### src/rtl/zv_pkg.sv
package zv_pkg;
  typedef enum logic [1:0] {
    ST_HDR  = 2'd0,
    ST_DATA = 2'd1,
    ST_OUT  = 2'd2
  } zv_state_e;
endpackage

### src/rtl/zv_popcount.sv
module zv_popcount #(
  parameter int W     = 16,
  parameter int CNT_W = $clog2(W + 2)
) (
  input  logic [W-1:0]     bits_i,
  output logic [CNT_W-1:0] cnt_o
);
  always_comb begin
    cnt_o = '0;
    for (int i = 0; i < W; i++) cnt_o = cnt_o + CNT_W'(bits_i[i]);
  end
endmodule

### src/rtl/zv_pick.sv
module zv_pick #(
  parameter int W = 16
) (
  input  logic [W-1:0] pend_i,
  output logic [W-1:0] sel_oh_o,
  output logic [W-1:0] rest_o
);
  // lowest set bit and the mask with it removed
  assign sel_oh_o = pend_i & (~pend_i + W'(1));
  assign rest_o   = pend_i & (pend_i - W'(1));
endmodule

### src/rtl/zv_lane_bank.sv
module zv_lane_bank #(
  parameter int LANES  = 16,
  parameter int ELEM_W = 32
) (
  input  logic                    clk_i,
  input  logic                    rst_ni,
  input  logic                    clr_i,
  input  logic                    wr_i,
  input  logic [LANES-1:0]        sel_oh_i,
  input  logic [ELEM_W-1:0]       data_i,
  output logic [LANES*ELEM_W-1:0] vec_o
);
  for (genvar g = 0; g < LANES; g++) begin : g_lane
    logic [ELEM_W-1:0] lane_q;
    always_ff @(posedge clk_i or negedge rst_ni) begin
      if (!rst_ni)                   lane_q <= '0;
      else if (clr_i)                lane_q <= '0;
      else if (wr_i && sel_oh_i[g])  lane_q <= data_i;
    end
    assign vec_o[g*ELEM_W +: ELEM_W] = lane_q;
  end
endmodule

### src/rtl/zv_expander.sv
module zv_expander #(
  parameter int LANES  = 16,
  parameter int ELEM_W = 32,
  localparam int VEC_W = LANES * ELEM_W,
  localparam int CNT_W = $clog2(LANES + 2)
) (
  input  logic              clk_i,
  input  logic              rst_ni,
  input  logic              sep_mode_i,
  input  logic              word_valid_i,
  input  logic [ELEM_W-1:0] word_data_i,
  output logic              word_ready_o,
  input  logic              hdr_valid_i,
  input  logic [LANES-1:0]  hdr_mask_i,
  output logic              hdr_ready_o,
  output logic              vec_valid_o,
  output logic [VEC_W-1:0]  vec_data_o,
  output logic [CNT_W-1:0]  vec_used_o,
  input  logic              vec_ready_i
);
  import zv_pkg::*;

  zv_state_e        state_q;
  logic [LANES-1:0] pend_q;
  logic [CNT_W-1:0] used_q;
  logic [LANES-1:0] mask_in, sel_oh, rest;
  logic [CNT_W-1:0] mask_cnt;
  logic             hdr_take, word_take;
  logic             unused_hi;

  assign unused_hi = ^word_data_i[ELEM_W-1:LANES];

  assign mask_in   = sep_mode_i ? hdr_mask_i : word_data_i[LANES-1:0];
  assign hdr_take  = (state_q == ST_HDR) && (sep_mode_i ? hdr_valid_i : word_valid_i);
  assign word_take = (state_q == ST_DATA) && word_valid_i;

  assign word_ready_o = ((state_q == ST_HDR) && !sep_mode_i) || (state_q == ST_DATA);
  assign hdr_ready_o  = (state_q == ST_HDR) && sep_mode_i;
  assign vec_valid_o  = (state_q == ST_OUT);
  assign vec_used_o   = used_q;

  zv_popcount #(.W(LANES), .CNT_W(CNT_W)) u_pop (
    .bits_i (mask_in),
    .cnt_o  (mask_cnt)
  );

  zv_pick #(.W(LANES)) u_pick (
    .pend_i   (pend_q),
    .sel_oh_o (sel_oh),
    .rest_o   (rest)
  );

  zv_lane_bank #(.LANES(LANES), .ELEM_W(ELEM_W)) u_bank (
    .clk_i    (clk_i),
    .rst_ni   (rst_ni),
    .clr_i    (hdr_take),
    .wr_i     (word_take),
    .sel_oh_i (sel_oh),
    .data_i   (word_data_i),
    .vec_o    (vec_data_o)
  );

  always_ff @(posedge clk_i or negedge rst_ni) begin
    if (!rst_ni) begin
      state_q <= ST_HDR;
      pend_q  <= '0;
      used_q  <= '0;
    end else begin
      unique case (state_q)
        ST_HDR: if (hdr_take) begin
          pend_q  <= mask_in;
          used_q  <= mask_cnt + CNT_W'(!sep_mode_i);
          state_q <= (|mask_in) ? ST_DATA : ST_OUT;
        end
        ST_DATA: if (word_take) begin
          pend_q <= rest;
          if (rest == '0) state_q <= ST_OUT;
        end
        ST_OUT: if (vec_ready_i) state_q <= ST_HDR;
        default: state_q <= ST_HDR;
      endcase
    end
  end
endmodule

### config.mk
export PLATFORM = sky130hd
export DESIGN_NAME = zv_expander
export DESIGN_NICKNAME = d
export VERILOG_FILES = /design/src/rtl/zv_pkg.sv /design/src/rtl/zv_popcount.sv /design/src/rtl/zv_pick.sv /design/src/rtl/zv_lane_bank.sv /design/src/rtl/zv_expander.sv
export SDC_FILE = /design/constraint.sdc
export NUM_CORES = 1
export LEC_CHECK = 0
export BUFFER_PORTS_ARGS = -buffer_cell sky130_fd_sc_hd__buf_2
export CAP_MARGIN = 40
export CORE_AREA = 5 5 222 224
export DETAILED_ROUTE_END_ITERATION = 10
export DIE_AREA = 0 0 227 229
export GPL_TIMING_DRIVEN = 1
export PLACE_DENSITY_LB_ADDON = 0.08
export SLEW_MARGIN = 10
export SYNTH_ARGS = -nofsm -noshare
export SYNTH_HDL_FRONTEND = slang
export SYNTH_SLANG_ARGS = --single-unit
### constraint.sdc
create_clock -name clk_i -period 2.49 [get_ports clk_i]
set_input_delay 0.1245 -clock clk_i [delete_from_list [all_inputs] [get_ports clk_i]]
set_output_delay 0.1245 -clock clk_i [all_outputs]
set_load 0.05 [all_outputs]
==> results.cfg, run 1 <==
[synth]
synth.avg_cell_area_um2 = 9.00
ys.flop_type = dfrtp_1
synthCells = 2431
synth_top_family_by_area = simple AND/OR/NAND/NOR gates
synth-seq-cells = 535
netlist_area_mm2 = 0.0219
synth_edf_count = 0
synth_nets = 2503
yosysSeqAreaShare = 0.612
synthXorXnorAreaFrac = 0.000801
yosysUniqueCellTypes = 44
synth-simple-area-share = 0.188
synthTopCellsByArea = dfrtp_1 61%, nand2_1 17%, a21oi_1 9.9%
synth-compound-area-share = 0.135
synth-adder-area-share = 0.0141
synthArstFlopShare = 1.00
muxShareOfSynthArea = 0.00812
yosys_warnings = 0
synth_top_area_frac = 0.612
synth_top_area_cell = dfrtp_1

[clock_network]
cts_buffers = 56
clk_pin_slew_ns = 0.06
cts_buffer_depth = 3
cts-root-buf = clkbuf_16
cts.sinks = 535
clkLatencyLatePin_ns = 0.60
cts_tree = built
htree_levels = 2

[floorplan]
dieArea_mm2 = 0.0520
core_mm2 = 0.0471
io_pins = 574
start_util = 0.464
dieWidth_um = 227
dieHeight_um = 229
rows = 80

[cells_and_area]
area_growth_pct = 29.6
drive_above_1_share = 0.270
design_area_mm2 = 0.0284
fin_util = 0.601
nets = 3079
diodes = 0

[place]
port_buffers = 573
dp_hpwl_um = 59100
dp_slack_ns = -1.64
finalWeightedCongestion = 0.910
placed_cell_area_mm2 = 0.0260

[timing]
hold_ws_ns = 0.0363
rsz0062_at_grt = yes
fin_ws_ns = -0.732
worstMarginPinSlew_ns = 0.774
fmax_ghz = 0.310
finalSetupViolations = 5
final.period_utilization = 1.29
max-slew-margin-rel = 0.484
fin_skew_ns = 0.0183
slew_viol_final = 0
finalHoldViolations = 0
layout_min_cycle_time_ns = 3.22

[pwr]
power_frac_seq = 0.299
power_density_mw_per_mm2 = 1670
p_comb_frac = 0.515
power.switching_mw = 24.5
p_int_mw = 22.9
p_clk_frac = 0.186
leakage_nw = 14.4
sw_frac_of_total = 0.518
peakVddDrop_mv = 1.84

[min_path]
hp-class = in2async

[route]
routed_wl_um = 85300
ant_nets = 0
num_vias = 19900
drc = 0
drtIter0Drc = 1641
wl_per_cell_um = 23.3
via_per_inst = 5.43
dr.pass1.iters = 5

[grt]
grt_usage = 0.320
grt_pass1_wl_um = 127000
grt_pass1_vias = 19600
grt_max_degree = 166
gr-total-overflow = 0
antenna_found_initial = 2

[critical_path]
cp-end-kind = flop
slowest_stage = fa_2
required_ns = 2.98
path_cells = buf_12, mux2i_4, ha_4, fa_1, fa_2, inv_2, fa_1, inv_1, fa_1, ha_4, inv_2, fa_2, inv_2, a21oi_2, o31ai_1
r2r_start = pend_q[10]
critPathLaunch = sep_mode_i
crit_fanout = 5
critical_path.max_stage_delay_ns = 0.54
cp_data_arrival_time_ns = 3.71
worstSetupPathType = in2reg
cp-start-kind = input pin

[run_status]
violations = negative setup slack
status = complete, but fails checks

[flow_run]
cap_violations = 0
==> cell usage in the layout (no fill, tap or decap), drive strengths merged, types with 8 or more instances in the layout <==
cell type	count
nand2	977
buf	696
dfrtp	535
a21oi	435
o21ai	121
clkbuf	85
dlygate4sd3	28
inv	27
nor2	19
fa	11
nor3	11
nand3	11
mux2i	11
clkinv	8
bufinv	8
and3	8
==> through the flow <==
step	total power [mW]	instances	setup TNS [ns]
4_1_cts	47.5	3664	-2.78
3_5_place_dp	38.5	3531	-7.49
3_3_place_gp	38.1	3531	-7.13
2_1_floorplan	31.0	2431	-6.83
5_1_grt	49.6	3666	-3.43
6_report	47.4	3666	-2.98
==> registers in the layout, indices dropped and copies added (netlist names) <==
register	count
pend_q	16
vec_used_o	5
u_bank.g_lane.lane_q	512
state_q	2
==> final cells by class <==
type	instances	area, um^2
tap	615	769
inverter	26	97.6
sequential	535	13400
fill	4134	18800
timing repair buffer	724	4420
multi-input combinational	1664	7750
clock buffer	85	1640
clock inverter	17	289
==> path summary, 6_finish.rpt <==
path	end	slack (ns)	depth (start not counted)
max in group asynchronous	u_bank.g_lane[10].lane_q[2]	1.44	4
setup / recovery	vec_used_o[4]	-0.73	15
hold reg to reg	u_bank.g_lane[3].lane_q[7]	0.47	2
setup reg to reg	state_q[1]	0.14	6
hold / removal	u_bank.g_lane[3].lane_q[7]	0.04	2
min in group clk_i	u_bank.g_lane[14].lane_q[16]	0.04	3
==> cell usage after synthesis, types with 4 or more instances <==
library cell    n
buf_4           6
buf_2          28
o22ai_1         5
inv_1          26
dfrtp_1       535
nor2_1         19
fa_1           11
nor3_1         10
clkbuf_1      161
a22o_1          4
nand3_1        10
buf_1          10
o21ai_0       121
mux2_2          6
nand2_1       977
nor4_1          4
mux2i_1        11
ha_1            7
or3_1           4
a21oi_1       435
and3_1          8
==> routing by layer <==
layer  track usage  up-vias  routed length (um)
met1         0.426     9906               33800
met4         0.104        0                3160
met2         0.507      830               40200
met3        0.0923      144                8170
li1              -     9012                   -
met5             0        -                   0
==> worst max-delay path, delay by kind of cell <==
family,cells,cell delay (ns)
AOI/OAI and AO/OA,2,0.24
adders and majority gates,7,2.78
muxes,1,0.26
buffers and inverters,5,0.30
==> kinds of logic after synthesis <==
kind of cell             after synthesis
buffers and inverters                232
AND/OR/NAND/NOR                     1051
AO/OA/AOI/OAI                        576
flip-flops                           535
XOR/XNOR                               2
multiplexers                          17
adder cells (fa/ha/maj)               18
==> power by group through the flow <==
stage / clock, mW / combinational [mW] / sequential (mW)
2_1_floorplan: 0 / 5.86 / 25.1
3_3_place_gp: 0 / 24.0 / 14.1
3_5_place_dp: 0 / 24.3 / 14.3
4_1_cts: 8.94 / 24.4 / 14.1
5_1_grt: 9.33 / 25.8 / 14.5
6_report: 8.82 / 24.4 / 14.2
==> repair_timing <==
item                                    4_1_cts  5_1_grt
gates cloned                                  1        0
hold buffers                                 28        0
endpoints found under the hold margin       603        0
buffers inserted                              2        2
pin swaps                                     4        8
gates resized for setup                      16        8
endpoints found under the setup margin        5        5
No activity file was read; power rests on OpenSTA's default activity.
==> inputs of run 2 (changes only) <==
BUFFER_PORTS_ARGS = unset   (was -buffer_cell sky130_fd_sc_hd__buf_2)
CORE_AREA = unset   (was 5 5 222 224)
CORE_MARGIN = 5   (was unset)
CORE_UTILIZATION = 36   (was unset)
DIE_AREA = unset   (was 0 0 227 229)
DONT_BUFFER_PORTS = 1   (was unset)
==> run 2 against run 1 <==
The run ends with negative hold slack, max-slew violations, negative setup slack left. Combinational power is 65% lower. Die area is 27% higher. Global-route usage is 6.1 points lower. Worst setup slack better by 0.13 ns. First-iteration DRC count is 5.2% lower. Final cell count is 11% lower. Critical endpoint unchanged. Highest routed layer is now met5.
==> results.cfg, run 2 (synthesis results as in run 1) <==
[run_status]
status = complete, but fails checks
violations = negative hold slack, max-slew violations, negative setup slack

[critical_path]
path_cells = mux2i_4, ha_4, fa_1, fa_2, inv_2, fa_1, inv_2, fa_1, ha_4, inv_2, fa_2, inv_1, a21oi_1, o31ai_1
path_delay_family = adder cells
critPathLaunch = sep_mode_i
crit_fanout = 23
critical_path.max_stage_delay_ns = 0.55
cp-end-kind = flop
required_ns = 3.00
cp-start-kind = input pin
r2r_start = state_q[0]
worst-path-buf-inv = 4
worstSetupPathType = in2reg
cp_data_arrival_time_ns = 3.60
slowest_stage = fa_2

[pwr]
power_density_mw_per_mm2 = 1700
leakage_nw = 11.6
total_power_mw = 44.0
peakVddDrop_mv = 0.594

[floorplan]
start_util = 0.363
rows = 90
io_pins = 574
dieWidth_um = 257
dieHeight_um = 257
core_mm2 = 0.0602
dieArea_mm2 = 0.0658

[timing]
fin_ws_ns = -0.600
slew_viol_final = 386
finalHoldViolations = 535
max-slew-margin-rel = -1.09
fin_skew_ns = 0.0296
final.period_utilization = 1.24
layout_min_cycle_time_ns = 3.09
hold_ws_ns = -0.773
setup_tns_ns = -2.26
worstMarginPinSlew_ns = 3.14
finalSetupViolations = 5
fmax_ghz = 0.324
rsz0062_at_grt = yes

[clock_network]
cts_buffers = 59
cts.sinks = 535
cts_buffer_depth = 3
cts-root-buf = clkbuf_16
hold_buffers = 67
clkLatencyLatePin_ns = 0.61
htree_levels = 2
clk_pin_slew_ns = 0.06
cts_tree = built

[route]
drc = 0
dr.pass1.iters = 5
drtIter0Drc = 1555
ant_nets = 0
wl_per_cell_um = 27.0
via_per_inst = 5.37
routed_wl_um = 88500
num_vias = 17600

[cells_and_area]
nets = 2523
final_cells = 3281
layout_commonest_cell = nand2_1
layout_common_cells = 976 x nand2_1, 535 x dfrtp_1, 432 x a21oi_1
largest-register = u_bank.g_lane.lane_q
largest_register_ffs = 512
fillerInstances = 5887
area_growth_pct = 18.5
drive_above_1_share = 0.0933

[flow_run]
cap_violations = 0

[grt]
grt_max_degree = 536
antenna_found_initial = 7
grt.busiest_layer = met2
gr-total-overflow = 0
globalRouteMet2Util = 0.425
grt_util_met3 = 0.0972
grt_pass1_wl_um = 128000
grt_util_met1 = 0.326
grt_pass1_vias = 16900
grt_usage = 0.258

[place]
dp.cells = 3089
dp_slack_ns = -1.23
finalWeightedCongestion = 0.858
dp_hpwl_um = 58800
port_buffers = 0

[min_path]
hp-class = in2async
run 2: changes by cell type in the layout (fill, tap and decap cells not counted), moves of 3 or more:
cell / change
buf_4: -37
buf_2: -571
dlygate4sd3_1: +37
clkinv_2: +3
buf_8: +12
mux2i_1: +3
clkbuf_8: +3
bufinv_16: -4
run 2: worst paths after layout:
kind	end	slack (ns)	cells past startpoint
worst max register to register	u_bank.g_lane[4].lane_q[10]	0.15	6
min in group clk_i	pend_q[0]	0.13	3
max in group asynchronous	pend_q[6]	0.79	0
worst max-delay path	vec_used_o[4]	-0.60	14
worst min-delay path	u_bank.g_lane[3].lane_q[7]	-0.77	0
worst min register to register	pend_q[7]	0.61	2
run 2: per-stage QoR:
step	hold slack, ns	cell area, um^2	utilization
2_1_floorplan	-0.171	22000	-
3_3_place_gp	-0.157	23100	0.383
3_5_place_dp	-0.156	23100	0.383
4_1_cts	-0.807	25700	0.427
5_1_grt	-0.812	25900	0.431
6_report	-0.773	25900	0.431
run 2: final cells by class:
type / instances / area (um^2) / share of cell area
Sequential cell: 535 / 13400 / 0.516
Multi-Input combinational cell: 1664 / 7720 / 0.298
Timing Repair Buffer: 165 / 1820 / 0.0700
Clock buffer: 89 / 1730 / 0.0667
Tap cell: 782 / 978 / 0.0377
Clock inverter: 19 / 210 / 0.00810
Inverter: 26 / 97.6 / 0.00376
Antenna cell: 1 / 2.50 / 0.0000965
run 2: power breakdown:
part / internal (mW) / switching (mW)
logic: 3.28 / 5.17
clock network: 5.19 / 3.60
registers: 11.8 / 15.0
total: 20.3 / 23.8
run 2: repair_timing:
item / CTS / global route
gates resized for setup: 4 / 2
buffers inserted: 1 / 1
pin swaps: 3 / 1
endpoints found under the hold margin: 1064 / 535
setup endpoints to repair: 5 / 5
run 2: layer usage:
metal | wire length (um) | vias up
met5 | 13 | -
met4 | 2140 | 2
met3 | 8710 | 115
met2 | 43000 | 688
met1 | 34600 | 8897
li1 | - | 7909
